<file path="src/rtl/dra_pkg.sv">
package dra_pkg;
  localparam int RAIL_W   = 2;
  localparam int VARS     = 3;
  localparam int MINTERMS = 1 << VARS;
  localparam int COPIES   = 2;
  localparam logic [RAIL_W-1:0] RAIL_ZERO = 2'b01;
  localparam logic [RAIL_W-1:0] RAIL_ONE  = 2'b10;
  // Onset masks, index = {x, y, c}
  localparam logic [MINTERMS-1:0] SUM_ONSET   = 8'b1001_0110;
  localparam logic [MINTERMS-1:0] CARRY_ONSET = 8'b1110_1000;

  function automatic logic rail_ok(input logic [RAIL_W-1:0] p);
    return p[1] != p[0];
  endfunction
endpackage

</file>
<file path="src/rtl/dra_and_plane.sv">
module dra_and_plane
  import dra_pkg::*;
(
  input  logic [RAIL_W-1:0] x,
  input  logic [RAIL_W-1:0] y,
  input  logic [RAIL_W-1:0] c,
  output logic [COPIES-1:0][MINTERMS-1:0] terms
);
  for (genvar m = 0; m < MINTERMS; m++) begin : g_term
    // complemented literal: minterm wants 1 -> use false rail
    localparam bit WX = m[2];
    localparam bit WY = m[1];
    localparam bit WC = m[0];
    for (genvar k = 0; k < COPIES; k++) begin : g_copy
      logic lx, ly, lc, or_xy;
      assign lx = WX ? x[0] : x[1];
      assign ly = WY ? y[0] : y[1];
      assign lc = WC ? c[0] : c[1];
      assign or_xy = lx | ly;
      assign terms[k][m] = ~(or_xy | lc);
    end
  end
endmodule

</file>
<file path="src/rtl/dra_or_plane.sv">
module dra_or_plane
  import dra_pkg::*;
#(
  parameter logic [MINTERMS-1:0] ONSET = SUM_ONSET
) (
  input  logic [MINTERMS-1:0] terms,
  output logic [RAIL_W-1:0]   f
);
  localparam int GROUP = MINTERMS / 2;

  function automatic int pick(input logic [MINTERMS-1:0] msk, input bit want, input int k);
    int cnt;
    int idx;
    cnt = 0;
    idx = 0;
    for (int i = 0; i < MINTERMS; i++) begin
      if (msk[i] == want) begin
        if (cnt == k) idx = i;
        cnt++;
      end
    end
    return idx;
  endfunction

  // rail 1 collects the onset, rail 0 the offset
  for (genvar r = 0; r < RAIL_W; r++) begin : g_rail
    localparam bit WANT = (r == 1);
    localparam int I0 = pick(ONSET, WANT, 0);
    localparam int I1 = pick(ONSET, WANT, 1);
    localparam int I2 = pick(ONSET, WANT, 2);
    localparam int I3 = pick(ONSET, WANT, 3);
    logic a0, a1, n2;
    assign a0   = terms[I0] | terms[I1];
    assign a1   = terms[I2] | terms[I3];
    assign n2   = ~(a0 | a1);
    assign f[r] = ~(n2 | n2);
  end
endmodule

</file>
<file path="src/rtl/dra_out_stage.sv">
module dra_out_stage
  import dra_pkg::*;
(
  input  logic              clk,
  input  logic              rst_n,
  input  logic              load,
  input  logic [RAIL_W-1:0] z_next,
  input  logic              out_ready,
  output logic              out_valid,
  output logic [RAIL_W-1:0] out_z
);
  always_ff @(posedge clk) begin
    if (!rst_n) begin
      out_valid <= 1'b0;
      out_z     <= RAIL_ZERO;
    end else if (load) begin
      out_valid <= 1'b1;
      out_z     <= z_next;
    end else if (out_ready) begin
      out_valid <= 1'b0;
    end
  end

  p_hold_r6: assert property (@(posedge clk) disable iff (!rst_n)
    out_valid && !out_ready |=> out_valid && $stable(out_z));
  p_out_rails_r8: assert property (@(posedge clk) disable iff (!rst_n)
    out_valid |-> out_z[1] != out_z[0]);
endmodule

</file>
<file path="src/rtl/dra_serial_adder.sv">
module dra_serial_adder
  import dra_pkg::*;
(
  input  logic       clk,
  input  logic       rst_n,
  input  logic       start,
  input  logic       in_valid,
  output logic       in_ready,
  input  logic [1:0] in_x,
  input  logic [1:0] in_y,
  output logic       out_valid,
  input  logic       out_ready,
  output logic [1:0] out_z,
  output logic [1:0] carry,
  output logic       rail_err
);
  logic [RAIL_W-1:0] carry_q, c_use, z_next, c_next;
  logic [COPIES-1:0][MINTERMS-1:0] terms;
  logic fire, bad, good;

  assign in_ready = !out_valid || out_ready;
  assign fire     = in_valid && in_ready;
  assign bad      = !rail_ok(in_x) || !rail_ok(in_y);
  assign good     = fire && !bad;
  assign c_use    = start ? RAIL_ZERO : carry_q;
  assign carry    = carry_q;

  dra_and_plane u_and (.x(in_x), .y(in_y), .c(c_use), .terms(terms));

  dra_or_plane #(.ONSET(SUM_ONSET))   u_sum (.terms(terms[0]), .f(z_next));
  dra_or_plane #(.ONSET(CARRY_ONSET)) u_cry (.terms(terms[1]), .f(c_next));

  dra_out_stage u_out (
    .clk(clk), .rst_n(rst_n), .load(good), .z_next(z_next),
    .out_ready(out_ready), .out_valid(out_valid), .out_z(out_z)
  );

  always_ff @(posedge clk) begin
    if (!rst_n) begin
      carry_q  <= RAIL_ZERO;
      rail_err <= 1'b0;
    end else begin
      rail_err <= fire && bad;
      if (good)       carry_q <= c_next;
      else if (start) carry_q <= RAIL_ZERO;
    end
  end

  p_start_clear_r4: assert property (@(posedge clk) disable iff (!rst_n)
    start && !(in_valid && in_ready && rail_ok(in_x) && rail_ok(in_y)) |=> carry == 2'b01);
  p_bad_keeps_carry_r5: assert property (@(posedge clk) disable iff (!rst_n)
    in_valid && in_ready && !start && (in_x[1] == in_x[0] || in_y[1] == in_y[0])
    |=> $stable(carry) && rail_err);
  p_bad_no_beat_r7: assert property (@(posedge clk) disable iff (!rst_n)
    in_valid && in_ready && (in_x[1] == in_x[0] || in_y[1] == in_y[0]) && !out_valid
    |=> !out_valid);
  p_carry_rails_r8: assert property (@(posedge clk) disable iff (!rst_n)
    carry[1] != carry[0]);
endmodule

</file>
<file path="config.mk">
export PLATFORM = sky130hd
export DESIGN_NAME = dra_serial_adder
export DESIGN_NICKNAME = d
export VERILOG_FILES = /design/src/rtl/dra_pkg.sv /design/src/rtl/dra_and_plane.sv /design/src/rtl/dra_or_plane.sv /design/src/rtl/dra_out_stage.sv /design/src/rtl/dra_serial_adder.sv
export SDC_FILE = /design/constraint.sdc
export NUM_CORES = 1
export LEC_CHECK = 0
export BUFFER_PORTS_ARGS = -buffer_cell sky130_fd_sc_hd__buf_2
export CORE_AREA = 2 2 39 41
export CTS_BUF_LIST = sky130_fd_sc_hd__clkbuf_16
export DETAILED_ROUTE_END_ITERATION = 16
export DIE_AREA = 0 0 41 43
export GPL_ROUTABILITY_DRIVEN = 0
export PLACE_DENSITY = 0.61
export SLEW_MARGIN = 20
export SYNTH_ARGS = -nofsm -noshare
export SYNTH_HDL_FRONTEND = slang
export SYNTH_HIERARCHICAL = 1
export SYNTH_SLANG_ARGS = --single-unit
</file>
<file path="constraint.sdc">
create_clock -name clk -period 1.8 [get_ports clk]
set_input_delay 0.36 -clock clk [delete_from_list [all_inputs] [get_ports clk]]
set_output_delay 0.36 -clock clk [all_outputs]
set_load 0.01 [all_outputs]
</file>
* Yosys cells after proc, flatten, opt, wreduce, memory -nomap -nowiden
Cells that the tools add are included. W data, S select, Z words.
Word-level totals: bits in registers 6, bits of input ports 9, output and inout bits 7, logic and storage cells 52
Cells by class: equality and inequality tests 2, muxes and demuxes 4, bitwise gates (word level) 32, reductions and logical operators 10
Operator list (count):
- $or A1 B1 Y1 | 24
- $not A1 Y1 | 8
- $logic_not A1 Y1 | 4
- $mux W2 | 2
- $logic_and A1 B1 Y1 | 3
- $logic_or A1 B1 Y1 | 2
- $mux W1 | 2
- $ne A1 B1 Y1 | 2
- $reduce_bool A2 Y1 | 1

* Longest topological paths before layout
word-level depth 6, gate-level depth with buffers 6, gate-level depth less buffers 5

* Hierarchy
Netlist, hierarchy kept.
By module, submodules not included:
- dra_serial_adder | times used 1, cells each 18, area each 177.7 µm², sequential area each 60.1 µm²
- dra_out_stage | times used 1, cells each 9, area each 103.8 µm², sequential area each 60.1 µm²
- dra_and_plane | times used 1, cells each 16, area each 100.1 µm², sequential area each 0.0 µm²
- dra_or_plane | times used 2, cells each 2, area each 15.0 µm², sequential area each 0.0 µm²

* Least setup slack after synthesis
Ideal clock, no wire load.
path type flip-flop to flip-flop, start register carry_q[1], in the netlist carry[1], end register carry_q[0], in the netlist carry[0], library setup time 134 ps, arrival time 1500 ps, required time 1666 ps, setup slack 167 ps, stages on the path, launching flop included 7, buffers on the path 1, clock period less this slack 1633 ps, path through dfxtp_1 nor2b_1 nor3_1 buf_4 or4_1 nor2_1 mux2i_1
RTL lines:
- from (decl) | RTL line dra_serial_adder.sv:17 | logic [RAIL_W-1:0] carry_q, c_use, z_next, c_next;
- from (signal assigned) | RTL line dra_serial_adder.sv:44 | if (good) carry_q <= c_next;

==> impl_results.rst <==
.. list-table::
   :header-rows: 1

   * - Metric
     - Value
   * - Result of the run
     - completed
   * - Max capacitance violation total
     - 0
   * - Buffering stage count on the worst path with inverters included
     - 1
   * - Clk Tree Root Cell
     - clkbuf_16
   * - RSZ-0062 raised after global routing
     - no
   * - Worst slew pin tran
     - 447 ps
   * - Critical path's largest stage delay
     - 540 ps
   * - Setup TNS after final layout
     - 0 ps
   * - Fmax achieved
     - 673 MHz
   * - Layout Utilization
     - 0.382
   * - Worst EP arrival
     - 1600 ps
   * - Yosys warnings
     - 6
   * - Port bufs
     - 15
   * - Class of the most critical setup path
     - reg2reg
   * - Final Routed Wirelength
     - 787 um
   * - Number of optimization iterations in the first detailed-route pass
     - 4
   * - Ant. Diodes
     - 0
   * - Depth of the CTS H-tree
     - 1
   * - Count of filler cells inserted in the layout
     - 154
   * - Clock Power Share
     - 0.630
   * - Average size of a mapped cell
     - 8.76 sq um
   * - Power per unit of standard cell area
     - 1060 nW/um^2
   * - Reg-to-reg slack, setup
     - 310 ps
   * - Overall routing resource usage
     - 0.116
   * - Cts-stage hold buffer count
     - 0
   * - Number of standard cells after synthesis
     - 47
   * - Chip height
     - 43 um
   * - Mapped Area
     - 412 sq um
   * - Initial core utilization
     - 0.297
   * - Fraction of power spent switching nets
     - 0.189
   * - Post-synthesis sequential area ratio
     - 0.292
   * - Final ANT Viol Nets
     - 0
   * - TritonCTS Buffers
     - 3
   * - Total leakage power
     - 0.228 nW
   * - Logic gate share of total power
     - 0.116
   * - VDD IR max
     - 596 uV
   * - Total number of clock tree sinks
     - 6
   * - Post-cts repair resize count
     - 0
   * - Synth top area share
     - 0.292
   * - Cell breakdown of the critical path
     - nor2b_1 > buf_4 > nor3_1 > or4_1 > mux2i_1 > nor2b_1
   * - Leading post-synthesis cells by cell area
     - dfxtp_1, buf_4, mux2i_1
   * - DRC errors left
     - 0
   * - Total via count in the routed design
     - 353
   * - Post-layout nets
     - 69
   * - Die outline width
     - 41 um
   * - Layout cells sized above 1
     - 0.379
   * - Total setup buffers inserted after CTS
     - 0
   * - Area grow syn2layout
     - 28.6%
   * - Flop and latch count out of synthesis
     - 6
   * - Period utilization
     - 0.825
   * - Area leader, netlist
     - dfxtp_1
   * - TritonCTS clock tree
     - yes
   * - Clk slew on worst S/H paths
     - 30 ps
   * - Largest net degree at the start of global routing
     - 8
   * - Max-slew violation count
     - 0
   * - Latest clock arrival within the worst-skew pair
     - 230 ps
   * - Sum of net half-perimeters after detailed placement
     - 615 um
   * - Depth of the most critical reg-to-reg path
     - 6
   * - Endpoints failing setup
     - 0
   * - Reg-to-reg critical path startpoint
     - carry[1]
   * - Normalized max-slew margin
     - 0.701
   * - Cell type group with the largest total delay on the critical path
     - simple AND/OR/NAND/NOR gates
   * - Data required time of the worst path
     - 1910 ps
   * - Largest fanout on the critical path
     - 5
   * - Die footprint
     - 1760 sq um
   * - Final min period
     - 1490 ps
   * - Leftover overflow at the end of global routing
     - 0
   * - CTS Buffer Depth
     - 2
   * - Setup skew after layout
     - 0.609 ps
   * - Standard cell with the maximum stage delay on the critical path
     - or4_1
   * - Final-report hold violation count
     - 0
   * - Via count of the first global-routing pass
     - 332
   * - Num rows
     - 14
   * - Worst setup endpoint
     - u_out/out_z[1]
   * - Switching component of the power
     - 106 uW
   * - Antenna violations before repair
     - 0
   * - Reg-to-Reg End
     - u_out/out_z[1]
   * - Number of nets produced by synthesis
     - 56
   * - Internal Dissipation
     - 457 uW
   * - Critical path depth in cells
     - 6
   * - Reg power frac
     - 0.253
   * - Post-synth cell types
     - 15
   * - Area of the placeable core
     - 1380 sq um
   * - Wire length of the first global-routing pass
     - 1340 um
   * - Startpoint of the worst setup timing path
     - carry[1]
   * - Wire length per cell
     - 10.6 um
   * - CP startpoint kind
     - flip-flop
   * - Number of I/O pins
     - 16
   * - Critical Path End Type
     - flip-flop
   * - Cell seen most often among critical-path stages
     - nor2b_1
   * - 1st-iter DRT viols
     - 11
   * - Classification of the worst-slack hold path
     - in2reg
   * - Detailed-route vias per instance
     - 4.77
power by group through the flow:
stage,clock (mW),combinational [mW],sequential [mW]
after global routing,0.369,0.0731,0.143
final,0.355,0.0655,0.143
after global placement,0,0.0662,0.144
after detailed placement,0,0.0659,0.145
after CTS,0.364,0.0665,0.143
after floorplan,0,0.0421,0.148
through the flow:
step	total power [mW]	setup slack (ps)	cells	hold WS, ps	area, sq um
global route	0.585	228	74	398	529
floorplan	0.190	167	47	422	412
CTS	0.573	309	74	374	529
detailed placement	0.210	200	71	463	454
finish	0.563	314	74	374	529
global placement	0.211	195	71	464	454
cells by family after synthesis:
logic type	share of synthesized area
multiplexers	0.0973
buffers and inverters	0.164
AND/OR/NAND/NOR	0.359
AO/OA/AOI/OAI	0.0456
flip-flops	0.292
XOR/XNOR	0.0426
state kept, by name (all words and copies together), names as in the netlist:
register / count
u_out/out_valid: 1
u_out/out_z: 2
rail_err: 1
carry: 2
final cells by class:
class	instances	area, sq um	share of cell area
Multi-Input combinational cell	31	224	0.423
Sequential cell	6	120	0.227
Timing Repair Buffer	16	82.6	0.156
Clock buffer	3	75.1	0.142
Tap cell	16	20.0	0.0378
Inverter	2	7.51	0.0142
worst reg2reg max path, delay by kind of cell (launching register included):
kind                   cells  cell delay (ps)
AND/OR/NAND/NOR            4              780
flip-flops                 1              320
buffers and inverters      1              130
multiplexers               1              150
layout by cell type (no fill, tap or decap), drive strengths merged, types with 2 or more instances in the layout:
| cell type | n |
|---|---|
| buf | 16 |
| clkbuf | 3 |
| dfxtp | 6 |
| inv | 2 |
| mux2i | 4 |
| nand2 | 3 |
| nor2 | 2 |
| nor2b | 3 |
| nor3 | 8 |
| or4 | 4 |
| xnor2 | 2 |
cell usage after synthesis:
cell type and instances:
and2b_4 1, buf_4 8, dfxtp_1 6, inv_1 2, mux2i_1 4, nand2_1 3
nor2_1 2, nor2b_1 3, nor3_1 8, nor4b_4 1, o2111a_1 1, o21a_1 1
or2_2 1, or4_1 4, xnor2_1 2
layer usage:
| layer | wire length [um] | GRT usage | part of all wire | vias up |
|---|---|---|---|---|
| li1 | - | - | - | 182 |
| met1 | 343 | 0.161 | 0.44 | 158 |
| met2 | 360 | 0.141 | 0.46 | 11 |
| met3 | 75 | 0.0157 | 0.095 | 2 |
| met4 | 8 | 0.120 | 0.010 | 0 |
| met5 | 0 | 0 | 0 | - |
worst min path at each step:
| stage | endpoint | slack, ps | depth (start not counted) | from |
|---|---|---|---|---|
| after floorplan | u_out/out_z[0] | 420 | 1 | rst_n |
| final | u_out/out_z[0] | 370 | 2 | rst_n |
| after global routing | u_out/out_z[0] | 400 | 2 | rst_n |
| after global placement | u_out/out_z[0] | 460 | 2 | u_out/out_z[0] |
| after CTS | u_out/out_z[0] | 370 | 2 | rst_n |
| after detailed placement | u_out/out_z[0] | 460 | 2 | u_out/out_z[0] |
No activity file was read; power rests on OpenSTA's default activity.
